$ cat src/rtl/prr_pkg.sv
// Shared types and helpers for the physical read router.
// Assumes a 64-bit data path; sizes are encoded as log2(bytes).
package prr_pkg;

    typedef enum logic [1:0] {
        KIND_EXEC  = 2'd0,
        KIND_LOAD  = 2'd1,
        KIND_STORE = 2'd2,
        KIND_AMO   = 2'd3
    } acc_kind_e;

    localparam logic [3:0] CAUSE_FETCH_FAULT = 4'd1;
    localparam logic [3:0] CAUSE_LOAD_FAULT  = 4'd5;
    localparam logic [3:0] CAUSE_STORE_FAULT = 4'd7;

    // Number of bytes covered by a log2 size code.
    function automatic logic [3:0] size_bytes(input logic [1:0] sz);
        return 4'd1 << sz;
    endfunction

    // Fault code chosen by access kind.
    function automatic logic [3:0] cause_for(input logic [1:0] kind);
        case (kind)
            KIND_EXEC: return CAUSE_FETCH_FAULT;
            KIND_LOAD: return CAUSE_LOAD_FAULT;
            default:   return CAUSE_STORE_FAULT;
        endcase
    endfunction

endpackage

$ cat src/rtl/prr_region_match.sv
// Region test: high when the whole access [addr, addr+nbytes) lies inside
// [BASE, BASE+SIZE). Assumes BASE+SIZE fits in ADDR_W+1 bits.
module prr_region_match #(
    parameter int             ADDR_W = 32,
    parameter longint unsigned BASE  = 0,
    parameter longint unsigned SIZE  = 16
) (
    input  logic [ADDR_W-1:0] addr,
    input  logic [3:0]        nbytes,
    output logic              hit
);
    localparam logic [ADDR_W:0] LO = (ADDR_W+1)'(BASE);
    localparam logic [ADDR_W:0] HI = (ADDR_W+1)'(BASE + SIZE);

    logic [ADDR_W:0] start_w;
    logic [ADDR_W:0] end_w;

    // Compare both ends of the access with one extra bit against wrap.
    always_comb begin
        start_w = {1'b0, addr};
        end_w   = start_w + {{(ADDR_W-3){1'b0}}, nbytes};
        hit     = (start_w >= LO) && (end_w <= HI);
    end
endmodule

$ cat src/rtl/prr_timer_decode.sv
// Timer/interrupt register decode. Accepts only exact aligned 4- or
// 8-byte reads at the defined offsets; assumes the caller has already
// confirmed the access lies in the timer range.
module prr_timer_decode #(
    parameter int             ADDR_W = 32,
    parameter longint unsigned BASE  = 0
) (
    input  logic [ADDR_W-1:0] addr,
    input  logic [1:0]        size,
    input  logic              sip,
    input  logic [63:0]       cmp,
    input  logic [63:0]       tval,
    output logic              ok,
    output logic [63:0]       data
);
    localparam logic [ADDR_W-1:0] OFF_SIP    = ADDR_W'(32'h0000);
    localparam logic [ADDR_W-1:0] OFF_CMP_LO = ADDR_W'(32'h4000);
    localparam logic [ADDR_W-1:0] OFF_CMP_HI = ADDR_W'(32'h4004);
    localparam logic [ADDR_W-1:0] OFF_TIM_LO = ADDR_W'(32'hBFF8);
    localparam logic [ADDR_W-1:0] OFF_TIM_HI = ADDR_W'(32'hBFFC);

    logic [ADDR_W-1:0] off;
    logic              sz4;
    logic              sz8;

    // Match offset and size against the register list.
    always_comb begin
        off  = addr - ADDR_W'(BASE);
        sz4  = (size == 2'd2);
        sz8  = (size == 2'd3);
        ok   = 1'b0;
        data = '0;
        if (off == OFF_SIP && (sz4 || sz8)) begin
            ok   = 1'b1;
            data = {63'b0, sip};
        end else if (off == OFF_CMP_LO && (sz4 || sz8)) begin
            ok   = 1'b1;
            data = sz8 ? cmp : {32'b0, cmp[31:0]};
        end else if (off == OFF_CMP_HI && sz4) begin
            ok   = 1'b1;
            data = {32'b0, cmp[63:32]};
        end else if (off == OFF_TIM_LO && (sz4 || sz8)) begin
            ok   = 1'b1;
            data = sz8 ? tval : {32'b0, tval[31:0]};
        end else if (off == OFF_TIM_HI && sz4) begin
            ok   = 1'b1;
            data = {32'b0, tval[63:32]};
        end
    end
endmodule

$ cat src/rtl/prr_host_decode.sv
// Host mailbox decode: two 4-byte halves of one 64-bit word. Assumes the
// caller has already confirmed the access lies in the mailbox range.
module prr_host_decode #(
    parameter int             ADDR_W = 32,
    parameter longint unsigned BASE  = 0
) (
    input  logic [ADDR_W-1:0] addr,
    input  logic [1:0]        size,
    input  logic [63:0]       word,
    output logic              ok,
    output logic [63:0]       data
);
    logic [ADDR_W-1:0] off;

    // Select the low or high half for a 4-byte read, reject anything else.
    always_comb begin
        off  = addr - ADDR_W'(BASE);
        ok   = 1'b0;
        data = '0;
        if (size == 2'd2 && off == '0) begin
            ok   = 1'b1;
            data = {32'b0, word[31:0]};
        end else if (size == 2'd2 && off == ADDR_W'(4)) begin
            ok   = 1'b1;
            data = {32'b0, word[63:32]};
        end
    end
endmodule

$ cat src/rtl/phys_read_router.sv
// Physical read router. Register regions (timer first, then mailbox) take
// priority over main memory; unclaimed or rejected accesses fault with a
// code chosen by access kind. Assumes one request in flight at a time.
module phys_read_router #(
    parameter int             ADDR_W    = 32,
    parameter longint unsigned TMR_BASE  = 64'h0200_0000,
    parameter longint unsigned TMR_SIZE  = 64'h0000_C000,
    parameter longint unsigned HOST_BASE = 64'h4000_1000,
    parameter longint unsigned HOST_SIZE = 64'h0000_0010,
    parameter longint unsigned MEM_BASE  = 64'h8000_0000,
    parameter longint unsigned MEM_SIZE  = 64'h1000_0000
) (
    input  logic              clk,
    input  logic              rst_n,
    input  logic              req_valid,
    input  logic [ADDR_W-1:0] req_addr,
    input  logic [1:0]        req_size,
    input  logic [1:0]        req_kind,
    input  logic              tmr_sip,
    input  logic [63:0]       tmr_cmp,
    input  logic [63:0]       tmr_time,
    input  logic [63:0]       host_word,
    output logic              mem_req_valid,
    output logic [ADDR_W-1:0] mem_req_addr,
    output logic [1:0]        mem_req_size,
    input  logic              mem_rsp_valid,
    input  logic [63:0]       mem_rsp_data,
    output logic              rsp_valid,
    output logic [63:0]       rsp_data,
    output logic              rsp_fault,
    output logic [3:0]        rsp_cause
);
    import prr_pkg::*;

    localparam int NREG = 3;
    localparam int RG_TMR  = 0;
    localparam int RG_HOST = 1;
    localparam int RG_MEM  = 2;
    localparam longint unsigned RG_BASE [NREG] = '{TMR_BASE, HOST_BASE, MEM_BASE};
    localparam longint unsigned RG_SIZE [NREG] = '{TMR_SIZE, HOST_SIZE, MEM_SIZE};

    logic [3:0]      nbytes;
    logic [NREG-1:0] rg_hit;
    logic            tmr_ok,  host_ok;
    logic [63:0]     tmr_data, host_data;
    logic            loc_ok;
    logic [63:0]     loc_data;
    logic            mem_sel;

    logic            loc_vld_q;
    logic            loc_fault_q;
    logic [63:0]     loc_data_q;
    logic [3:0]      loc_cause_q;

    assign nbytes = size_bytes(req_size);

    for (genvar g = 0; g < NREG; g++) begin : g_region
        prr_region_match #(
            .ADDR_W (ADDR_W),
            .BASE   (RG_BASE[g]),
            .SIZE   (RG_SIZE[g])
        ) u_match (
            .addr   (req_addr),
            .nbytes (nbytes),
            .hit    (rg_hit[g])
        );
    end

    prr_timer_decode #(.ADDR_W(ADDR_W), .BASE(TMR_BASE)) u_timer (
        .addr (req_addr),
        .size (req_size),
        .sip  (tmr_sip),
        .cmp  (tmr_cmp),
        .tval (tmr_time),
        .ok   (tmr_ok),
        .data (tmr_data)
    );

    prr_host_decode #(.ADDR_W(ADDR_W), .BASE(HOST_BASE)) u_host (
        .addr (req_addr),
        .size (req_size),
        .word (host_word),
        .ok   (host_ok),
        .data (host_data)
    );

    // Priority select: timer, then mailbox, then memory; else reject.
    always_comb begin
        loc_ok   = 1'b0;
        loc_data = '0;
        mem_sel  = 1'b0;
        if (rg_hit[RG_TMR]) begin
            loc_ok   = tmr_ok;
            loc_data = tmr_data;
        end else if (rg_hit[RG_HOST]) begin
            loc_ok   = host_ok;
            loc_data = host_data;
        end else if (rg_hit[RG_MEM]) begin
            mem_sel  = 1'b1;
        end
    end

    // Forward memory-bound requests in the same cycle.
    assign mem_req_valid = req_valid && mem_sel;
    assign mem_req_addr  = req_addr;
    assign mem_req_size  = req_size;

    // Register the local (register or fault) answer for the next cycle.
    always_ff @(posedge clk) begin
        if (!rst_n) begin
            loc_vld_q   <= 1'b0;
            loc_fault_q <= 1'b0;
            loc_data_q  <= '0;
            loc_cause_q <= '0;
        end else begin
            loc_vld_q   <= req_valid && !mem_sel;
            loc_fault_q <= !loc_ok;
            loc_data_q  <= loc_ok ? loc_data : 64'd0;
            loc_cause_q <= loc_ok ? 4'd0 : cause_for(req_kind);
        end
    end

    // Merge the local and memory answers onto the response port.
    always_comb begin
        rsp_valid = loc_vld_q || mem_rsp_valid;
        rsp_data  = loc_vld_q ? loc_data_q : mem_rsp_data;
        rsp_fault = loc_vld_q && loc_fault_q;
        rsp_cause = rsp_fault ? loc_cause_q : 4'd0;
    end
endmodule

$ cat config.mk
export PLATFORM = sky130hd
export DESIGN_NAME = phys_read_router
export DESIGN_NICKNAME = d
export VERILOG_FILES = /design/src/rtl/prr_pkg.sv /design/src/rtl/prr_region_match.sv /design/src/rtl/prr_timer_decode.sv /design/src/rtl/prr_host_decode.sv /design/src/rtl/phys_read_router.sv
export SDC_FILE = /design/constraint.sdc
export NUM_CORES = 1
export LEC_CHECK = 0
export ABC_CLOCK_PERIOD_IN_PS = 4100
export BUFFER_PORTS_ARGS = -buffer_cell sky130_fd_sc_hd__clkbuf_2
export CORE_AREA = 5 5 152 154
export CTS_CLUSTER_DIAMETER = 150
export DETAILED_ROUTE_END_ITERATION = 10
export DIE_AREA = 0 0 157 159
export HOLD_SLACK_MARGIN = 0.03
export SLEW_MARGIN = 20
export SYNTH_ARGS = -nofsm -noshare
export SYNTH_HDL_FRONTEND = slang
export SYNTH_SLANG_ARGS = --single-unit
$ cat constraint.sdc
create_clock -name clk -period 4.1 [get_ports clk]
set_input_delay 0.41 -clock clk [delete_from_list [all_inputs] [get_ports clk]]
set_output_delay 0.41 -clock clk [all_outputs]
set_load 0.02 [all_outputs]
==> results of run 1 <==
[per-stage QoR]
step	hold WS (ns)	worst slack [ns]	std cells	instance area, um2	total power (W)
after global placement	0.639	0.490	1322	8130	0.00121
after global routing	0.299	0.189	1341	8480	0.00219
after floorplan	0.535	0.944	727	6160	0.000975
after CTS	0.272	0.435	1337	8470	0.00213
final	0.305	0.399	1341	8480	0.00210
after detailed placement	0.644	0.356	1322	8130	0.00121
[worst max path at each step]
stage / start / to / slack, ns / depth (start not counted)
after detailed placement: req_size[0] / loc_data_q[7]$_SDFF_PN0_ / 0.36 / 13
final: req_size[0] / mem_req_valid / 0.40 / 12
after floorplan: req_size[0] / mem_req_valid / 0.94 / 13
after global routing: req_size[0] / mem_req_valid / 0.19 / 12
after CTS: req_size[0] / mem_req_valid / 0.43 / 12
after global placement: req_size[0] / loc_data_q[15]$_SDFF_PN0_ / 0.49 / 13
[power groups by stage]
stage               registers (W)  logic (W)  clock network (W)
floorplan                0.000689   0.000286                  0
global placement         0.000703   0.000507                  0
detailed placement       0.000703   0.000510                  0
CTS                      0.000688   0.000512           0.000927
global route             0.000688   0.000550           0.000947
finish                   0.000687   0.000511           0.000897
[cells by family after synthesis]
logic type	after synthesis	synth area share
mux	97	0.177
simple gates	280	0.260
fa+ha+maj	8	0.0175
buf+inv	110	0.0996
other cells	1	0.000609
compound gates	144	0.196
flops	69	0.224
xor+xnor	18	0.0256
[synthesized netlist by cell type, types with 14 or more instances]
cell / n / area share
a32oi_1: 33 / 0.047
dfxtp_1: 69 / 0.22
nand3_1: 20 / 0.016
nand4_1: 14 / 0.014
a22oi_1: 33 / 0.040
nor2_1: 56 / 0.034
clkbuf_1: 37 / 0.023
nor3b_2: 29 / 0.059
nor3_1: 16 / 0.013
nand2_1: 86 / 0.052
a222oi_1: 32 / 0.052
buf_4: 40 / 0.049
mux2_2: 96 / 0.18
buf_2: 16 / 0.013
[layer usage]
layer | routed length [um] | vias to the layer above
met1 | 11200 | 3286
met3 | 2220 | 27
met5 | 13 | -
li1 | - | 3376
met4 | 420 | 2
met2 | 13700 | 356
[worst max-delay path: cells and delay by family]
kind	cells	cell delay (ns)
buffers and inverters	2	0.28
AOI/OAI and AO/OA	2	0.61
adders and majority gates	1	0.44
and+or+nand+nor	7	1.56
[state kept, by name, indices dropped and copies added (netlist names)]
signal       cells
loc_cause_q      3
loc_data_q      64
loc_vld_q        1
loc_fault_q      1
[cell type report]
type,count,share of cell area
clock inverters,6,0.0131
diodes,4,0.00118
clock buffers,9,0.0266
well taps,280,0.0413
inverters,7,0.00310
repair buffers,418,0.255
flip-flops and latches,69,0.163
multi-input cells,548,0.496
==> qor.yml, run 1 <==
p_comb_frac: 0.244
yosysWarnings: 0
power.share.sequential: 0.328
synthDistinctLibCells: 64
vias_per_cell: 5.26
critPathSlowestCell: "ha_1"
final.min_clock_period_ns: 3.70
drtAntennaViolNets: 0
grt_pass1_wl_um: 40100
hold-path-cell-count: 2
maxSlewViolCount: 0
overflow: 0
syn_inst: 727
dr.first_iter.drc_count: 586
cp.arrival_ns: 3.29
io_buffers: 400
path_cells: "clkbuf_2, and2_1, ha_1, nand3_2, and2_0, o41ai_1, nand2_1, nor4_1, and3_1, a31o_2, and3_1, clkbuf_2"
maxCapViolCount: 0
sw_frac_of_total: 0.284
setup_viol: 0
grt_use_met3: 0.0348
antenna_found_initial: 5
final_core_util: 0.393
dieArea_um2: 25000
required_ns: 3.69
clkTransAtPathRegs_ns: 0.06
h-tree-depth: 3
initial_core_util: 0.286
grt_max_degree: 70
mappedNetlistArea_um2: 6160
use_met1: 0.265
ys.flop_type: "dfxtp_1"
max-vdd-ir-drop_mv: 0.170
syn-num-nets: 1032
slew-limit-headroom: 0.389
worst_slew_pin_slew_ns: 0.917
intPower_w: 0.00150
hold_class: "input pin to register"
hold_buffers: 0
dr.pass1.iters: 8
multi_input_area_um2: 4210
vias: 7047
seqCellArea_um2: 1390
die_width_um: 157
grt_busiest_layer: "met2"
layout_worst_path_cycle_share: 0.903
fin_tns_setup_ns: 0
die_y_um: 159
root_buffer: "clkbuf_16"
final_common_cell: "clkbuf_2"
clock-sinks: 69
wire_per_inst_um: 20.6
core_area_um2: 21600
clockPowerShare: 0.428
grtUsageMet2: 0.356
timing.final.hold_violations: 0
holdCritStartpoint: "req_kind[0]"
area_growth_pct: 37.7
leakage_nw: 3.78
switching_power_w: 0.000595
fp-row-count: 54
fmax_ghz: 0.270
startpoint_type: "input pin"
critical_path.max_stage_delay_ns: 0.44
drive_gt1_frac: 0.550
worstHoldEndpoint: "loc_cause_q[2]$_SDFF_PP0_"
synth_seq_cells: 69
end_kind: "primary output"
avgSynthCellArea_um2: 8.47
io_pins: 402
nNetsFinal: 1358
seq_area_frac_synth: 0.224
async_reset_ff_frac: 0
post_cts_resize_count: 0
grt_pass1_vias: 6849
p_per_area_nw_per_um2: 247
cts_max_path_buffers: 2
routabilityCongestion: 0.939
cp_max_fo: 8
drt-total-wl_um: 27600
fillerInstances: 2221
tritoncts: "done"
cts_setup_buffers: 0
drc: 0
rsz0062_at_grt: "no"
layout_common_cells: "clkbuf_2 (400), mux2_2 (96), nand2_1 (86)"
critical_path_class: "input pin to primary output"
dp_hpwl_um: 22000
track_usage: 0.206
cts_buffers: 9
outcome: "completed"
synth_edf_count: 0
No activity file was read; power rests on OpenSTA's default activity.
==> inputs of run 2 (changes only) <==
--- a/config.mk
+++ b/config.mk
@@ -5,6 +5,7 @@
 export SDC_FILE = /design/constraint.sdc
 export NUM_CORES = 1
 export LEC_CHECK = 0
+export ABC_AREA = 1
 export ABC_CLOCK_PERIOD_IN_PS = 4100
 export BUFFER_PORTS_ARGS = -buffer_cell sky130_fd_sc_hd__clkbuf_2
 export CORE_AREA = 5 5 152 154
@@ -12,6 +13,7 @@
 export DETAILED_ROUTE_END_ITERATION = 10
 export DIE_AREA = 0 0 157 159
 export HOLD_SLACK_MARGIN = 0.03
+export PLACE_DENSITY = 0.68
 export SLEW_MARGIN = 20
 export SYNTH_ARGS = -nofsm -noshare
 export SYNTH_HDL_FRONTEND = slang
==> run 2 against run 1 <==
  * Final cell count increased by 56%
  * Clock-buffer cell count increased by 1
  * Combinational power up 20%
  * Area after synthesis rose by 31%
  * Global-route usage is 8.9 points higher
==> qor.yml, run 2 <==
outcome: "completed"  # unchanged
initial_core_util: 0.373  # was 0.286
end_kind: "primary output"  # unchanged
top_register: "loc_data_q"  # unchanged
clock-sinks: 69  # unchanged
syn-num-nets: 1784  # was 1,032
io_buffers: 400  # unchanged
area_growth_pct: 27.9  # was 37.7%
routabilityCongestion: 1.02  # was 0.939
vias_per_cell: 5.24  # was 5.26
cts_buffers: 9  # unchanged
max-vdd-ir-drop_mv: 0.143  # was 0.170 mV
post_cts_resize_count: 0  # unchanged
grt_pass1_wl_um: 57100  # was 40,100 um
cp_max_fo: 6  # was 8
syn_inst: 1479  # was 727
tritoncts: "done"  # unchanged
synthDistinctLibCells: 43  # was 64
vias: 11000  # was 7,047
synth_top_area_cell: "nand2_1"  # was dfxtp_1
reg_top3: "loc_data_q: 64 flops, loc_cause_q: 3 flops"  # unchanged
cts_max_path_buffers: 2  # unchanged
critical_path_class: "input pin to primary output"  # unchanged
fillerInstances: 2409  # was 2,221
synth.most_common_cell: "nand2_1"  # was mux2_2
largest_reg_flops: 64  # unchanged
layout_worst_path_cycle_share: 0.879  # was 0.903
overflow: 0  # unchanged
root_buffer: "clkbuf_16"  # unchanged
nNetsFinal: 2106  # was 1,358
maxCapViolCount: 0  # unchanged
core_area_um2: 21600  # unchanged
drtAntennaViolNets: 0  # unchanged
antenna_found_initial: 7  # was 5
clkTransAtPathRegs_ns: 0.07  # was 0.06 ns
yosysWarnings: 0  # unchanged
netlist_top_cells_count: "nand2_1 (460), inv_1 (208), nor2_1 (179)"  # was mux2_2 (96), nand2_1 (86), dfxtp_1 (69)
leakage_nw: 5.56  # was 3.78 nW
drc: 0  # unchanged
seq_area_frac_synth: 0.172  # was 0.224
dieArea_um2: 25000  # unchanged
synth_edf_count: 0  # unchanged
dr.pass1.iters: 8  # unchanged
hold_class: "input pin to register"  # unchanged
mappedNetlistArea_um2: 8030  # was 6160 um2
fin_tns_setup_ns: 0  # unchanged
grt_max_degree: 69  # was 70
required_ns: 3.69  # about the same
dp_hpwl_um: 31900  # was 22,000 um
yosysTopAreaCellShare: 0.215  # was 0.224
worst_slew_pin_slew_ns: 1.03  # was 0.917 ns
ys.flop_type: "dfxtp_1"  # unchanged
multi_input_area_um2: 5260  # was 4210 um2
seqCellArea_um2: 1380  # was 1390 um2
drive_gt1_frac: 0.283  # was 0.550
synth_seq_cells: 69  # unchanged
final.setup.worst_slack_ns: 0.497  # was 0.399 ns
synthTopCellsByArea: "nand2_1 (21%), dfxtp_1 (17%), inv_1 (9.7%), nor2_1 (8.4%), nand4_1 (7.6%)"  # was dfxtp_1 (22%), mux2_2 (18%), nor3b_2 (5.9%), nand2_1 (5.2%), a222oi_1 (5.2%)
async_reset_ff_frac: 0  # unchanged
wire_per_inst_um: 18.6  # was 20.6 um
place_ws_ns: 0.484  # was 0.356 ns
rsz0062_at_grt: "no"  # unchanged
power_w: 0.00205  # was 0.00210 W
p_per_area_nw_per_um2: 199  # was 247 nW/um2
grt_pass1_vias: 10500  # was 6,849
cp.arrival_ns: 3.19  # was 3.29 ns
maxSlewViolCount: 0  # unchanged
placed_cells_incl_taps: 2070  # was 1,322
final_common_cell: "nand2_1"  # was clkbuf_2
fmax_ghz: 0.278  # was 0.270 GHz
fp-row-count: 54  # unchanged
hold_buffers: 0  # unchanged
final_core_util: 0.477  # was 0.393
cts_setup_buffers: 0  # unchanged
setup_viol: 0  # unchanged
die_y_um: 159  # unchanged
die_width_um: 157  # unchanged
startpoint_type: "input pin"  # unchanged
timing.final.hold_violations: 0  # unchanged
io_pins: 402  # unchanged
slew-limit-headroom: 0.311  # was 0.389
drt-total-wl_um: 39000  # was 27,600 um
layout_common_cells: "nand2_1 (460), clkbuf_2 (400), inv_1 (208)"  # was clkbuf_2 (400), mux2_2 (96), nand2_1 (86)
dr.first_iter.drc_count: 810  # was 586
h-tree-depth: 3  # unchanged
stdcell_count: 2091  # was 1,341
final.min_clock_period_ns: 3.60  # was 3.70 ns
avgSynthCellArea_um2: 5.43  # was 8.47 um2
track_usage: 0.294  # was 0.206
[run 2: kinds of logic after synthesis]
kind of cell,share of synthesized area
AO/OA/AOI/OAI,0.125
XOR/XNOR,0.00966
adder cells (fa/ha/maj),0.0134
buffers and inverters,0.179
flip-flops,0.172
other,0.000467
AND/OR/NAND/NOR,0.501
[run 2: report_power, final]
part / internal (W) / total [W] / switching, W
combinational: 0.000216 / 0.000613 / 0.000397
clock: 0.000429 / 0.000758 / 0.000329
sequential: 0.000673 / 0.000674 / 0.000000846
[run 2: through the flow]
stage               instance area (um2)  hold WS (ns)
CTS                               10300         0.256
finish                            10300         0.264
floorplan                          8030         0.501
detailed placement                 9980         0.626
global placement                   9980         0.625
global route                      10300         0.272
[run 2: worst paths after layout]
kind	slack [ns]	startpoint	cells past startpoint	endpoint
hold / removal	0.26	req_kind[1]	3	loc_cause_q[1]$_SDFF_PP0_
setup / recovery	0.50	req_size[1]	18	mem_req_valid
[run 2: worst max-delay path, stage by stage]
cell      delay (ns)
clkbuf_2        0.12
inv_1           0.15
nor2_1          0.08
ha_1            0.35
or2_1           0.17
nand2_1         0.12
o21ai_2         0.40
nand2_1         0.13
nand2_1         0.08
nand2_1         0.09
nor2_2          0.16
nand2_1         0.09
nor4_1          0.25
nand3_1         0.11
nand2_1         0.13
nand2_1         0.07
nor2_1          0.09
clkbuf_2        0.17
[run 2: layout make-up]
cell class | instances | share of cell area
inverter | 215 | 0.0785
antenna | 5 | 0.00122
clock inverter | 6 | 0.00438
multi-input combinational | 1082 | 0.512
clock buffer | 10 | 0.0233
timing repair buffer | 424 | 0.212
tap | 280 | 0.0341
sequential | 69 | 0.135
[run 2: metal layers]
layer | track usage | wire length, um | vias up
met5 | 0 | 11 | -
met4 | 0.175 | 2460 | 2
met3 | 0.0468 | 2780 | 119
met2 | 0.523 | 19600 | 520
met1 | 0.326 | 14200 | 4929
li1 | - | - | 5384
